`src/rtl/rcu_pkg.sv`:
```
package rcu_pkg;

  localparam int NUM_CAUSE   = 7;
  localparam int CAUSE_IDX_W = $clog2(NUM_CAUSE);

  typedef logic [CAUSE_IDX_W-1:0] cause_idx_t;

  // Register bit positions (software decodes these)
  localparam cause_idx_t BIT_PIN   = 3'd0;
  localparam cause_idx_t BIT_VMON  = 3'd1;
  localparam cause_idx_t BIT_MCD   = 3'd2;
  localparam cause_idx_t BIT_WDT   = 3'd3;
  localparam cause_idx_t BIT_SW    = 3'd4;
  localparam cause_idx_t BIT_CMP   = 3'd5;
  localparam cause_idx_t BIT_FLASH = 3'd6;

  // Priority rank (0 = highest) to register bit position
  function automatic cause_idx_t rankToBit(input int unsigned rank);
    case (rank)
      0:       return BIT_VMON;
      1:       return BIT_PIN;
      2:       return BIT_WDT;
      3:       return BIT_MCD;
      4:       return BIT_CMP;
      5:       return BIT_FLASH;
      default: return BIT_SW;
    endcase
  endfunction

  // Control to datapath strobes
  typedef struct packed {
    logic                 captureStb;
    logic [NUM_CAUSE-1:0] causeOneHot;
    logic                 cfgWriteStb;
    logic                 cfgCmp;
    logic                 cfgMcd;
    logic                 cfgVmon;
  } rcu_strobe_t;

  // Source enables held in the datapath
  typedef struct packed {
    logic cmp;
    logic mcd;
    logic vmon;
  } rcu_enable_t;

endpackage

```
`src/rtl/rcu_ctrl.sv`:
```
module rcu_ctrl
  import rcu_pkg::*;
#(
  parameter int                ADDR_W         = 8,
  parameter int                DATA_W         = 8,
  parameter logic [ADDR_W-1:0] REG_ADDR       = 8'hEF,
  parameter int                STRETCH_CYCLES = 16
) (
  input  logic              clk,
  input  logic              pwrOnReq,
  input  logic              supplyLowReq,
  input  logic              pinReq,
  input  logic              wdtOvf,
  input  logic              mcdTimeout,
  input  logic              cmpOutN,
  input  logic              flashErr,
  input  logic [ADDR_W-1:0] busAddr,
  input  logic              busWrEn,
  input  logic [DATA_W-1:0] busWrData,
  input  rcu_enable_t       enables,
  output rcu_strobe_t       strobes,
  output logic              sysRstOut
);

  localparam int              CNT_W    = $clog2(STRETCH_CYCLES + 1);
  localparam logic [CNT_W-1:0] CNT_LOAD = CNT_W'(STRETCH_CYCLES);

  logic [CNT_W-1:0]     stretchCnt;
  logic                 swPend;
  logic                 wdtSeen;
  logic                 wrAccepted;
  logic [NUM_CAUSE-1:0] reqPrio;
  logic [NUM_CAUSE-1:0] grant;
  logic [NUM_CAUSE-1:0] causeOneHot;
  logic                 anyReq;
  logic                 unusedWrBits;

  assign unusedWrBits = ^{busWrData[DATA_W-1:BIT_FLASH], busWrData[BIT_WDT], busWrData[BIT_PIN]};

  // Register writes are accepted only outside reset
  assign wrAccepted = busWrEn && (busAddr == REG_ADDR) && !sysRstOut;

  // Registered sources: software force and watchdog overflow
  always_ff @(posedge clk or posedge pwrOnReq) begin
    if (pwrOnReq) begin
      swPend  <= 1'b0;
      wdtSeen <= 1'b0;
    end else begin
      swPend  <= wrAccepted && busWrData[BIT_SW];
      wdtSeen <= wdtOvf;
    end
  end

  // Requests in priority order, rank 0 highest
  always_comb begin
    reqPrio    = '0;
    reqPrio[0] = supplyLowReq && enables.vmon;
    reqPrio[1] = pinReq;
    reqPrio[2] = wdtSeen;
    reqPrio[3] = mcdTimeout && enables.mcd;
    reqPrio[4] = !cmpOutN && enables.cmp;
    reqPrio[5] = flashErr;
    reqPrio[6] = swPend;
  end

  assign anyReq = |reqPrio;

  // Fixed-priority grant
  for (genvar gi = 0; gi < NUM_CAUSE; gi++) begin : gGrant
    if (gi == 0) begin : gTop
      assign grant[gi] = reqPrio[gi];
    end else begin : gRest
      assign grant[gi] = reqPrio[gi] && !(|reqPrio[gi-1:0]);
    end
  end

  // Map rank to register bit
  always_comb begin
    causeOneHot = '0;
    for (int k = 0; k < NUM_CAUSE; k++) begin
      causeOneHot[rankToBit(k)] = grant[k];
    end
  end

  // Reset stretch counter
  always_ff @(posedge clk or posedge pwrOnReq) begin
    if (pwrOnReq) begin
      stretchCnt <= CNT_LOAD;
    end else if (anyReq) begin
      stretchCnt <= CNT_LOAD;
    end else if (stretchCnt != '0) begin
      stretchCnt <= stretchCnt - CNT_W'(1);
    end
  end

  assign sysRstOut = (stretchCnt != '0);

  always_comb begin
    strobes             = '0;
    strobes.captureStb  = anyReq && (stretchCnt == '0);
    strobes.causeOneHot = causeOneHot;
    strobes.cfgWriteStb = wrAccepted;
    strobes.cfgCmp      = busWrData[BIT_CMP];
    strobes.cfgMcd      = busWrData[BIT_MCD];
    strobes.cfgVmon     = busWrData[BIT_VMON];
  end

  // a sampled request always yields an asserted reset
  assert_rst_follows_req_R5: assert property (@(posedge clk) disable iff (pwrOnReq)
    anyReq |=> sysRstOut);

  // reset never releases right after a cycle with a request
  assert_rst_release_quiet_R5: assert property (@(posedge clk) disable iff (pwrOnReq)
    $fell(sysRstOut) |-> !$past(anyReq));

  // an idle block with no request stays out of reset
  assert_no_spurious_rst_R5: assert property (@(posedge clk) disable iff (pwrOnReq)
    (!anyReq && !sysRstOut) |=> !sysRstOut);

  // a software force reaches the reset output two edges later
  assert_sw_force_R6: assert property (@(posedge clk) disable iff (pwrOnReq)
    (wrAccepted && busWrData[BIT_SW]) |-> ##2 sysRstOut);

  // a watchdog overflow reaches the reset output two edges later
  assert_wdt_delay_R7: assert property (@(posedge clk) disable iff (pwrOnReq)
    wdtOvf |-> ##2 sysRstOut);

  // capture only starts a reset from the idle state
  assert_capture_idle_R4: assert property (@(posedge clk) disable iff (pwrOnReq)
    strobes.captureStb |-> ($onehot(strobes.causeOneHot) && !sysRstOut));

endmodule

```
`src/rtl/rcu_regs.sv`:
```
module rcu_regs
  import rcu_pkg::*;
#(
  parameter int                ADDR_W   = 8,
  parameter int                DATA_W   = 8,
  parameter logic [ADDR_W-1:0] REG_ADDR = 8'hEF
) (
  input  logic              clk,
  input  logic              pwrOnReq,
  input  rcu_strobe_t       strobes,
  input  logic [ADDR_W-1:0] busAddr,
  output rcu_enable_t       enables,
  output logic [DATA_W-1:0] busRdData
);

  localparam int FLAG_W = DATA_W - 1;

  logic [FLAG_W-1:0] causeFlags;

  // Sticky cause flags: only power-on clears them
  always_ff @(posedge clk or posedge pwrOnReq) begin
    if (pwrOnReq) begin
      causeFlags <= FLAG_W'(1) << BIT_VMON;
    end else if (strobes.captureStb) begin
      causeFlags <= FLAG_W'(strobes.causeOneHot);
    end
  end

  // Source enables: only power-on clears them
  always_ff @(posedge clk or posedge pwrOnReq) begin
    if (pwrOnReq) begin
      enables <= '0;
    end else if (strobes.cfgWriteStb) begin
      enables.cmp  <= strobes.cfgCmp;
      enables.mcd  <= strobes.cfgMcd;
      enables.vmon <= strobes.cfgVmon;
    end
  end

  // Read: top bit always zero
  assign busRdData = (busAddr == REG_ADDR) ? DATA_W'(causeFlags) : '0;

  // exactly one cause flag is set at all times after power-on
  assert_single_flag_R4: assert property (@(posedge clk) disable iff (pwrOnReq)
    $countones(causeFlags) == 1);

  // flags hold unless a reset event captures a new cause
  assert_flags_hold_R4: assert property (@(posedge clk) disable iff (pwrOnReq)
    !strobes.captureStb |=> $stable(causeFlags));

  // enables hold unless an accepted write updates them
  assert_enables_hold_R10: assert property (@(posedge clk) disable iff (pwrOnReq)
    !strobes.cfgWriteStb |=> $stable(enables));

endmodule

```
`src/rtl/reset_cause_unit.sv`:
```
module reset_cause_unit
  import rcu_pkg::*;
#(
  parameter int                ADDR_W         = 8,
  parameter int                DATA_W         = 8,
  parameter logic [ADDR_W-1:0] REG_ADDR       = 8'hEF,
  parameter int                STRETCH_CYCLES = 16
) (
  input  logic              clk,
  input  logic              pwrOnReq,
  input  logic              supplyLowReq,
  input  logic              pinReq,
  input  logic              wdtOvf,
  input  logic              mcdTimeout,
  input  logic              cmpOutN,
  input  logic              flashErr,
  input  logic [ADDR_W-1:0] busAddr,
  input  logic              busWrEn,
  input  logic [DATA_W-1:0] busWrData,
  output logic [DATA_W-1:0] busRdData,
  output logic              sysRstOut
);

  rcu_strobe_t strobes;
  rcu_enable_t enables;

  rcu_ctrl #(
    .ADDR_W        (ADDR_W),
    .DATA_W        (DATA_W),
    .REG_ADDR      (REG_ADDR),
    .STRETCH_CYCLES(STRETCH_CYCLES)
  ) ctrl_i (
    .clk         (clk),
    .pwrOnReq    (pwrOnReq),
    .supplyLowReq(supplyLowReq),
    .pinReq      (pinReq),
    .wdtOvf      (wdtOvf),
    .mcdTimeout  (mcdTimeout),
    .cmpOutN     (cmpOutN),
    .flashErr    (flashErr),
    .busAddr     (busAddr),
    .busWrEn     (busWrEn),
    .busWrData   (busWrData),
    .enables     (enables),
    .strobes     (strobes),
    .sysRstOut   (sysRstOut)
  );

  rcu_regs #(
    .ADDR_W  (ADDR_W),
    .DATA_W  (DATA_W),
    .REG_ADDR(REG_ADDR)
  ) regs_i (
    .clk      (clk),
    .pwrOnReq (pwrOnReq),
    .strobes  (strobes),
    .busAddr  (busAddr),
    .enables  (enables),
    .busRdData(busRdData)
  );

endmodule

```
`config.mk`:
```
export PLATFORM = sky130hd
export DESIGN_NAME = reset_cause_unit
export DESIGN_NICKNAME = d
export VERILOG_FILES = /design/src/rtl/rcu_pkg.sv /design/src/rtl/rcu_ctrl.sv /design/src/rtl/rcu_regs.sv /design/src/rtl/reset_cause_unit.sv
export SDC_FILE = /design/constraint.sdc
export NUM_CORES = 1
export LEC_CHECK = 0
export BUFFER_PORTS_ARGS = -buffer_cell sky130_fd_sc_hd__buf_2
export CAP_MARGIN = 20
export CORE_ASPECT_RATIO = 0.5
export CORE_MARGIN = 4
export CORE_UTILIZATION = 30
export CTS_CLUSTER_DIAMETER = 200
export DETAILED_ROUTE_END_ITERATION = 12
export SYNTH_ARGS = -nofsm -noshare
export SYNTH_HDL_FRONTEND = slang
export SYNTH_HIERARCHICAL = 1
export SYNTH_SLANG_ARGS = --single-unit
```
`constraint.sdc`:
```
create_clock -name clk -period 2 [get_ports clk]
set_clock_uncertainty 0.05 [all_clocks]
set_input_delay 0.3 -clock clk [delete_from_list [all_inputs] [get_ports clk]]
set_output_delay 0.3 -clock clk [all_outputs]
set_load 0.02 [all_outputs]
```
-- After elaboration in Yosys (flattened, before gate mapping)
Cells that the tools add are included.
- $add $sub $neg: 1
- $mul: 0
- div/mod/pow operators: 0
- magnitude comparators: 0
- equal/unequal tests: 1
- shifts and indexed selects: 0
- mux-type cells: 3
- bitwise operators: 0
- reduce and logical (&&, ||, !) cells: 30
- operator list (kind ; number):
    $logic_and A1 B1 Y1 ; 13
    $mux W5 ; 2
    $eq A8 B8 Y1 const B ; 1
    $logic_not A1 Y1 ; 8
    $mux W7 ; 1
    $reduce_or A7 Y1 ; 1
    $reduce_or A6 Y1 ; 1
    $logic_not A5 Y1 ; 1
    $reduce_bool A5 Y1 ; 1
    $reduce_or A5 Y1 ; 1
    $sub A5 B1 Y5 const B ; 1
    $reduce_or A4 Y1 ; 1
    $reduce_or A3 Y1 ; 1
    $reduce_bool A2 Y1 ; 1
    $reduce_or A2 Y1 ; 1
- bits in registers: 17
- latch bits: 0
- RAM bits: 0
- memory bits (read-only): 0
- bits of input ports: 25
- word-level logic and storage cells: 42
- memories kept: 0

-- Logic depth before layout (Yosys ltp)
Gate-level depths: netlist of the first run.
- word-level depth: 5
- gate-level depth with buffers: 8
- depth with buffers taken out: 6

-- By module
The synthesis of the first run kept the hierarchy.
- modules (own cells, without submodules) (module ; instances ; cells each ; area an instance (um2)):
    rcu_regs ; 1 ; 47 ; 475.5
    rcu_ctrl ; 1 ; 53 ; 471.7

-- Worst setup path before layout of the first run
No wires, ideal clock.
- kind: register to register
- start point: reg ctrl_i.stretchCnt[0]
- end point: reg regs_i/enables[0] (netlist name)
- setup time: 0.125 ns
- arrival time: 1.930 ns
- required time: 1.825 ns
- setup slack: -0.105 ns
- cell stages (with the launch flop): 8
- buffers on the path: 2
- clock period less this slack: 2.105 ns
- cell sequence: dfrtp_1 -> inv_1 -> ha_1 -> or4b_1 -> buf_6 -> nor4_4 -> buf_4 -> mux2_2
- cells in the longest elaborated chain, start to end: 3
- RTL lines (what ; RTL line ; RTL):
    start, declared ; rcu_ctrl.sv:28 ; logic [CNT_W-1:0] stretchCnt;
    start signal, assigned ; rcu_ctrl.sv:92 ; stretchCnt <= stretchCnt - CNT_W'(1);
    $reduce_bool A5 Y1 ; rcu_ctrl.sv:96 ; assign sysRstOut = (stretchCnt != '0);
    net sysRstOut ; reset_cause_unit.sv:21 ; output logic sysRstOut
    $logic_not A1 Y1 ; rcu_ctrl.sv:41 ; assign wrAccepted = busWrEn && (busAddr == REG_ADDR) && !sysRstOut;
    $logic_and A1 B1 Y1 ; rcu_ctrl.sv:41 ;
    net ctrl_i.wrAccepted ; rcu_ctrl.sv:31 ; logic wrAccepted;
The timed path passes the listed nets, and every way through them passes these cells.
A chain may end at the register's enable or synchronous reset.

-- Worst setup path in the final report of the first run
- start point: reg ctrl_i.stretchCnt[0]
- end point: out sysRstOut
- cells in the longest elaborated chain, start to end: 1
- RTL lines (what ; RTL line):
    $reduce_bool A5 Y1 ; rcu_ctrl.sv:96
    end, declared ; reset_cause_unit.sv:21
No other way between the ends.

==> metrics.txt, run 1 <==
Reg2Reg Capture Point regs_i/enables[1]; number of CTS-inserted buffers 3; CTS sink cnt 17; R2R Path Start ctrl_i/stretchCnt[0]; chip width 87.5 um; Row Count 14; Seq/Total Area, Yosys ~45%; f_max roughly 510 MHz; syn_nets about 130; H-Tree Depth 1; first-pass GRT wire length 3360 um; Peak VDD IR 0.344 mV; I/O pin cnt 34; Max-Cap Viols 0; number of DRC markers in iteration 0 32; PortBufs 28; RSZ-0062 raised after global routing true; P_leak 0.621 nW; vias per cell approximately 4.6; Yosys reg bits 17; Power Dens Cells between 600 and 700 nW/um2; slowest stage cell, crit path or4b_4; Reg clk slew, reported paths roughly 0.06 ns; number of global-route vias before repair roughly 750; Skew-Pair Late Insertion Delay between 0.2 and 0.3 ns; Overall Global Routing Usage approximately 11%; Placed Cells 164; EDFF count, synth 0; Fin. Hold Viols 0; Synth Flop Type dfrtp_1; Syn Inst Count 100; Final setup viols 0; Hold Crit Class input port to flop; Worst path most repeated cell buf_6; CP peak stage delay ~0.51 ns; r2r setup slk ~0.080 ns; Antenna diodes 0; synth warn 6; CTS tree done; WP data arrival ~1.6 ns; Nets approximately 160; Slew Limit Fails 0; Min-Delay Endpoint ctrl_i/wdtSeen; core area 3010 um2; final core utilization about two fifths; Post-Syn Area approximately 950 um2; R2R depth 5; initial core utilization 31.4%; crit path launch type flop; WL/cell ~12 um; wirelength, routed ~2000 um; hold depth 1; Mean Syn Cell Area 9.47 um2; top cells by count, synth dfrtp_1, inv_1, nand2_1; detailed placement HPWL about 1600 um; Crit Path Max Fanout 2; Layout area overhead 30.1%; GP Congestion about 0.74; kind of end point of the critical path output pin; FFs w/ async S/R, synth 100%; post-synth cell types 31; final worst-path cycle share between 90% and 100%; Fin Setup TNS 0 ns; remaining antenna violation count 0; CP cell instances inv_1 -> ha_2 -> or4b_4 -> buf_6 -> buf_6; first drt pass iteration count 4; largest net degree at the start of global routing 15; post-route DRC violation count 0; beginning of the critical path ctrl_i/stretchCnt[0]; Die Height approximately 48 um; top post-synthesis cells by area dfrtp_1, dfstp_2, inv_1, buf_4, nand2_1; initial antenna violation count 0; WP data required ~1.7 ns; Non-Filler Instances about 180; biggest area consumer among synthesized cells dfrtp_1; layout cells sized above 1 38.5%; DR vias roughly 800; Max Root-Sink Buffers 2; gr ovfl total 0; status complete, no violations; worst min-delay path startpoint wdtOvf; root buf cell clkbuf_8; top-area cell type share of the netlist area between 30% and 40%; Period minus WS final around 2 ns; most frequent cell after synthesis dfrtp_1; die area about 4200 um2; worst setup path class flop to output pin
registers in the layout (all words and copies together), names as in the netlist:
signal,count
regs_i/causeFlags,7
ctrl_i/wdtSeen,1
ctrl_i/swPend,1
regs_i/enables,3
ctrl_i/stretchCnt,5
critical path: cells and delay by family, from the launching register on:
kind | cells | cell delay (ns)
adder cells (fa/ha/maj) | 1 | 0.17
flip-flops | 1 | 0.37
AND/OR/NAND/NOR | 1 | 0.51
buffers and inverters | 3 | 0.33
where the power goes:
group | switching (mW) | total (mW) | internal [mW] | leakage [nW]
clock network | 0.110 | 0.248 | 0.138 | 0.0255
registers | 0.00977 | 0.384 | 0.374 | 0.222
logic | 0.0670 | 0.125 | 0.0580 | 0.374
total | 0.186 | 0.756 | 0.570 | 0.621
logic make-up (layout without fill, tap and decap cells):
family          after synthesis  count (layout)  share of synthesized area [%]
flops                        17              17                           45.2
xor+xnor                      1               1                          0.925
other cells                   1               1                          0.396
simple gates                 43              43                           28.9
mux                           3               3                           3.57
buf+inv                      20              55                           11.1
fa+ha+maj                     1               1                           1.32
compound gates               14              14                           8.59
layout by cell type, fill, tap and decap left out, drive strengths merged, types with 2 or more instances in the layout:
cell and instances:
dfstp 2, and2 2, nor2b 3, a21oi 2
nand4b 2, nand3 2, nor3b 2, nor2 5
clkbuf 3, o21ai 8, a211oi 2, nand4 2
mux2 3, nor3 7, dfrtp 15, nand2 11
buf 37, nand2b 3, inv 13
per-layer routing:
metal,routed length [um],track usage [%],vias to the layer above
met3,109,4.47,2
met4,21,3.06,0
met1,887,12.5,383
li1,-,-,394
met5,0,0,-
met2,999,19.6,19
through the flow:
step                      hold slack (ns)  power, mW  setup slack, ns  cell area, um2
after floorplan                    0.0527      0.460           0.0273             953
after global placement              0.213      0.497           0.0739            1110
after detailed placement            0.206      0.500           0.0368            1110
after CTS                           0.101      0.759           0.0213            1210
after global routing               0.0914      0.807          -0.0410            1230
final                               0.105      0.756           0.0263            1230
area by class of cell:
cell class | count | area (um2)
clock buffers | 3 | 41.3
clock inverters | 1 | 5.00
fillers | 301 | 1780
inverters | 13 | 48.8
multi-input cells | 63 | 428
flip-flops and latches | 17 | 428
well taps | 40 | 50.0
repair buffers | 38 | 231
how the worst max path moves through the flow:
| stage | end | cells past startpoint |
|---|---|---|
| floorplan | regs_i/enables[0] | 7 |
| global placement | regs_i/enables[2] | 5 |
| detailed placement | regs_i/enables[1] | 5 |
| CTS | sysRstOut | 5 |
| global route | sysRstOut | 5 |
| finish | sysRstOut | 5 |
repair_timing:
action	in CTS	in global routing
gates resized for setup	3	6
hold buffers	1	0
endpoints found under the setup margin	1	11
endpoints found under the hold margin	15	0
cloned	0	1
setup buffers	4	1
pin swaps	1	0
Note: power is estimated with default switching activity, not from simulation.
==> run 2, diff against run 1 <==
--- a/config.mk
+++ b/config.mk
@@ -5,9 +5,9 @@
 export SDC_FILE = /design/constraint.sdc
 export NUM_CORES = 1
 export LEC_CHECK = 0
-export BUFFER_PORTS_ARGS = -buffer_cell sky130_fd_sc_hd__buf_2
+export ABC_AREA = 1
+export BUFFER_PORTS_ARGS = -buffer_cell sky130_fd_sc_hd__buf_4
 export CAP_MARGIN = 20
-export CORE_ASPECT_RATIO = 0.5
 export CORE_MARGIN = 4
 export CORE_UTILIZATION = 30
 export CTS_CLUSTER_DIAMETER = 200
==> run 2 against run 1 <==
  * Cell area grew 2.4%
  * Fmax up 12%
  * Clock power shrank 26%
  * Area after synthesis grew 5.8%
  * Synthesized cell count up 36%
  * Total power decreased by 16%
  * First-iteration DRC count is 38% lower
  * Utilization fell by 0.55 points
  * Non-clock buffer count fell by 8
==> metrics.txt, run 2 <==
Period minus WS final around 1.8 ns; kind of end point of the critical path output pin; Syn Inst Count 136; CTS resizes 0; Crit Path Max Fanout 8; FFs w/ async S/R, synth 100%; RSZ-0062 raised after global routing false; hold depth 1; root buf cell clkbuf_4; Max-Cap Viols 0; H-Tree Depth 1; top cells by count, synth nand2_1, inv_1, nor2_1; Fin Setup TNS 0 ns; remaining antenna violation count 0; detailed placement HPWL approximately 1600 um; Design Area, Final about 1300 um2; first-pass GRT wire length roughly 3500 um; Post-CTS Setup Bufs 0; f_max between 500 and 600 MHz; final worst-path cycle share between 80% and 90%; Synth Flop Type dfrtp_1; Row Count 20; initial core utilization around 32%; Slew Limit Fails 0; # hold bufs at CTS 1; CTS sink cnt 17; WP data required 1.65 ns; Antenna diodes 0; Nets 191; PortBufs 28; Reg clk slew, reported paths approximately 0.090 ns; combinational share of power a little over an eighth; Net Switching 156 uW; die area between 4000 and 5000 um2; EDFF count, synth 0; top post-synthesis cells by area dfrtp_1, nand2_1, inv_1, nor2_1, dfstp_2; Cell Int Power ~480 uW; Layout area overhead 26.0%; largest registers in the final layout regs_i/causeFlags (7), ctrl_i/stretchCnt (5), regs_i/enables (3); Hold Crit Class input port to flop; I/O pin cnt 34; Overall Global Routing Usage 10.3%; Max Root-Sink Buffers 2; number of DRC markers in iteration 0 20; initial antenna violation count 0; core area ~3100 um2; wirelength, routed between 1500 and 2000 um; largest net degree at the start of global routing 15; post-route DRC violation count 0; Die Height approximately 66 um; post-synth cell types 24; synth warn 6; WP data arrival around 1.4 ns; vias per cell just over 4; most frequent cell after synthesis nand2_1; Peak VDD IR 0.181 mV; dpl cell area ~1200 um2; max reg flops 7; R2R depth 5; Final setup viols 0; Mean Syn Cell Area approximately 7.4 um2; biggest area consumer among synthesized cells dfrtp_1; first drt pass iteration count 4; number of CTS-inserted buffers 3; P_leak around 0.66 nW; Fin. Hold Viols 0; layout cells sized above 1 approximately 28%; Yosys reg bits 17; commonest non-fill, non-tap cells in the layout buf_4, nand2_1, inv_1; syn_nets 162; Post-Syn Area 1000 um2; most common cell after layout, fill and taps aside buf_4; Seq/Total Area, Yosys between 40% and 50%; Skew-Pair Late Insertion Delay about 0.29 ns; Power Dens Cells ~500 nW/um2; GP Congestion 0.726; Clk pwr share 29.0%; register name with the most flops regs_i/causeFlags; worst setup path class flop to output pin; crit path launch type flop; CTS tree done; Sw Share roughly a quarter; chip width roughly 66 um; WL/cell approximately 9.6 um; DR vias 856; number of global-route vias before repair ~800; sequential power share about 57%; status complete, no violations; gr ovfl total 0; top-area cell type share of the netlist area between 30% and 40%
## run 2: cell count changes after synthesis, sizes merged, moves of 2 or more
cell | previous run | this run
nand2b | 3 | 0
inv | 13 | 28
mux2 | 3 | 0
a211oi | 2 | 0
nor3 | 7 | 3
nand4b | 2 | 0
nor2b | 3 | 0
and2 | 2 | 0
o21ai | 8 | 11
nor3b | 2 | 0
nand2 | 11 | 32
nor2 | 5 | 23
nand3 | 2 | 6
## run 2: worst paths after layout
kind                                              to            startpoint  slack (ns)
max in group asynchronous       regs_i/causeFlags[1]              pwrOnReq        1.10
worst min register to register  regs_i/causeFlags[1]  regs_i/causeFlags[1]        0.44
worst max register to register     regs_i/enables[0]  ctrl_i/stretchCnt[0]        0.45
worst min-delay path                  ctrl_i/wdtSeen                wdtOvf        0.07
worst max-delay path                       sysRstOut  ctrl_i/stretchCnt[0]        0.24
min in group asynchronous              ctrl_i/swPend              pwrOnReq        0.44
## run 2: power groups by stage
stage	Sequential, mW	Combinational [mW]	Clock (mW)
after detailed placement	0.372	0.0863	0
after global routing	0.368	0.101	0.203
after floorplan	0.371	0.0492	0
after CTS	0.366	0.0882	0.192
after global placement	0.372	0.0835	0
final	0.365	0.0862	0.184
## run 2: metrics by stage
stage          hold slack [ns]  power (mW)  worst slack (ns)  cells  utilization, %
2_1_floorplan           0.0527       0.420             0.474    136               -
3_3_place_gp             0.207       0.455             0.507    203            39.2
3_5_place_dp             0.213       0.459             0.439    203            39.2
4_1_cts                 0.0590       0.646             0.218    208            40.4
5_1_grt                 0.0510       0.672             0.145    208            40.4
6_report                0.0693       0.636             0.240    208            40.4
## run 2: critical path, stage by stage (launching register included)
cell     delay, ns
dfrtp_1       0.40
inv_1         0.11
ha_1          0.26
nand3_4       0.16
buf_4         0.19
## run 2: final cells by class
cell class              instances  area [um2]
fillers                       337        1870
flip-flops and latches         17         428
multi-input cells              84         403
repair buffers                 30         228
inverters                      29         123
well taps                      44        55.1
clock buffers                   4        26.3
## run 2: cell families (layout without fill, tap and decap cells)
| family | after synthesis | count (layout) | synth area share (%) |
|---|---|---|---|
| AND/OR/NAND/NOR | 69 | 69 | 32.1 |
| buffers and inverters | 35 | 63 | 17.1 |
| flip-flops | 17 | 17 | 42.7 |
| AO/OA/AOI/OAI | 13 | 13 | 6.49 |
| adder cells (fa/ha/maj) | 1 | 1 | 1.25 |
| other | 1 | 1 | 0.374 |
## run 2: routing by layer
| metal | part of all wire [%] | vias to the layer above | track usage [%] |
|---|---|---|---|
| met5 | 0 | - | 0 |
| met4 | 2.8 | 0 | 6.99 |
| met3 | 4.3 | 5 | 0.850 |
| met2 | 48 | 24 | 15.9 |
| met1 | 45 | 367 | 13.6 |
| li1 | - | 460 | - |
==> run 3, diff against run 2 <==
--- a/config.mk
+++ b/config.mk
@@ -9,10 +9,11 @@
 export BUFFER_PORTS_ARGS = -buffer_cell sky130_fd_sc_hd__buf_4
 export CAP_MARGIN = 20
 export CORE_MARGIN = 4
-export CORE_UTILIZATION = 30
+export CORE_UTILIZATION = 25
 export CTS_CLUSTER_DIAMETER = 200
 export DETAILED_ROUTE_END_ITERATION = 12
 export SYNTH_ARGS = -nofsm -noshare
 export SYNTH_HDL_FRONTEND = slang
 export SYNTH_HIERARCHICAL = 1
 export SYNTH_SLANG_ARGS = --single-unit
+export TNS_END_PERCENT = 1
==> run 3 against run 2 <==
  * Via count is 0.47% higher
  * Clock power is 38% higher
  * Fmax is 3.7% higher
  * Highest routed layer unchanged
  * Global-route usage is 2.4 points lower
  * Wire length is 2.6% lower
  * Largest cell class unchanged
  * Sequential share of layout area is 0.63 points lower
  * Cell area is 1.9% higher
  * Sequential cell count stayed put
  * Worst setup slack better by 0.063 ns
  * Critical path type unchanged
  * First-iteration DRC count is 65% higher
  * Largest power group unchanged
  * Total power is 11% higher
==> metrics.txt, run 3 (synthesis results as in run 2) <==
Reg clk slew, reported paths roughly 0.06 ns; DR vias 860; max reg flops 7; Period minus WS final around 1.7 ns; status complete, no violations; Max-Cap Viols 0; die area a little over 5000 um2; layout cells sized above 1 28.0%; Overall Global Routing Usage 7.95%; total power draw ~700 uW; initial core utilization 26.6%; Peak VDD IR about 0.26 mV; largest registers in the final layout regs_i/causeFlags (7), ctrl_i/stretchCnt (5), regs_i/enables (3); kind of end point of the critical path output pin; P_leak roughly 0.67 nW; WP data required 1.65 ns; # hold bufs at CTS 1; R2R Path Start ctrl_i/stretchCnt[0]; post-route DRC violation count 0; crit path launch type flop; Slew Limit Fails 0; initial antenna violation count 0; Layout area overhead 28.3%; worst setup path class flop to output pin; Largest delay share family, worst path flip-flops; core area approximately 3800 um2; wirelength, routed slightly below 2000 um; H-Tree Depth 1; GP Congestion ~0.73; Crit path buffers/inverters 2; Row Count 22; most common cell after layout, fill and taps aside buf_4; RSZ-0062 raised after global routing false; Final setup viols 0; slowest stage cell, crit path dfrtp_1; CTS resizes 0; final worst-path cycle share between 80% and 90%; number of DRC markers in iteration 0 33; CP cell instances inv_1 -> ha_1 -> nand3_4 -> buf_4; Max Root-Sink Buffers 2; root buf cell clkbuf_8; vias per cell between 4 and 5; Antenna diodes 0; worst min-delay path startpoint wdtOvf; beginning of the critical path ctrl_i/stretchCnt[0]; Skew-Pair Late Insertion Delay around 0.25 ns; number of CTS-inserted buffers 3; Hold Crit Class input port to flop; Power Dens Cells between 500 and 600 nW/um2; Fin. Hold Viols 0; number of global-route vias before repair between 700 and 800; Nets around 190; first drt pass iteration count 4; chip width a little over 70 um; PortBufs 28; detailed placement HPWL between 1500 and 2000 um; I/O pin cnt 34; f_max 589 MHz; WP data arrival 1.35 ns; CTS sink cnt 17; gr ovfl total 0; CP peak stage delay about 0.38 ns; remaining antenna violation count 0; Crit Path Max Fanout 8; Die Height 71.3 um; largest net degree at the start of global routing 15; commonest non-fill, non-tap cells in the layout buf_4, nand2_1, inv_1; WL/cell approximately 9.2 um; Fin Setup TNS 0 ns; register name with the most flops regs_i/causeFlags; Post-CTS Setup Bufs 0; CTS tree done; first-pass GRT wire length about 3300 um
run 3: changes by cell type in the layout (fill, tap and decap cells not counted):
| cell | delta |
|---|---|
| clkbuf_4 | -3 |
| clkbuf_8 | +3 |
run 3: worst paths after layout:
path,slack [ns],cells after the start,end
worst min register to register,0.43,2,regs_i/causeFlags[1]
min in group asynchronous,0.50,3,ctrl_i/stretchCnt[3]
max in group asynchronous,1.05,3,regs_i/causeFlags[1]
worst max register to register,0.51,5,regs_i/enables[2]
worst max-delay path,0.30,4,sysRstOut
worst min-delay path,0.11,1,ctrl_i/wdtSeen
run 3: through the flow:
step                      utilization (%)  setup slack (ns)  instances  hold WS [ns]  cell area, um2
after global routing                 34.1             0.222        212         0.104            1290
after detailed placement             32.6             0.483        207         0.215            1230
after global placement               32.6             0.495        207         0.216            1230
after floorplan                         -             0.474        136        0.0527            1000
after CTS                            34.1             0.285        212         0.107            1290
final                                34.1             0.303        212         0.110            1290
run 3: metal layers:
metal,global-route usage (%),wire length (um),vias up,part of all wire [%]
met2,12.7,875,26,45
met3,2.10,160,2,8.2
met5,0,0,-,0
li1,-,-,458,-
met4,3.76,36,0,1.9
met1,9.96,869,374,45
run 3: where the power goes:
group          switching (mW)  leakage [nW]  internal, mW
clock                   0.112        0.0228         0.141
combinational          0.0443         0.437        0.0416
sequential            0.00451         0.209         0.361
total                   0.160         0.669         0.544
run 3: worst register-to-register path, stage by stage (launching register included):
cell     delay [ns]
dfrtp_1        0.38
inv_1          0.12
ha_1           0.26
nand3_4        0.15
nor2_1         0.28
o21ai_0        0.13
run 3: cell type report:
type / count / area [um2]
repair buffers: 30 / 228
fillers: 417 / 2480
well taps: 48 / 60.1
flip-flops and latches: 17 / 428
multi-input cells: 84 / 403
clock buffers: 4 / 45.0
inverters: 29 / 123
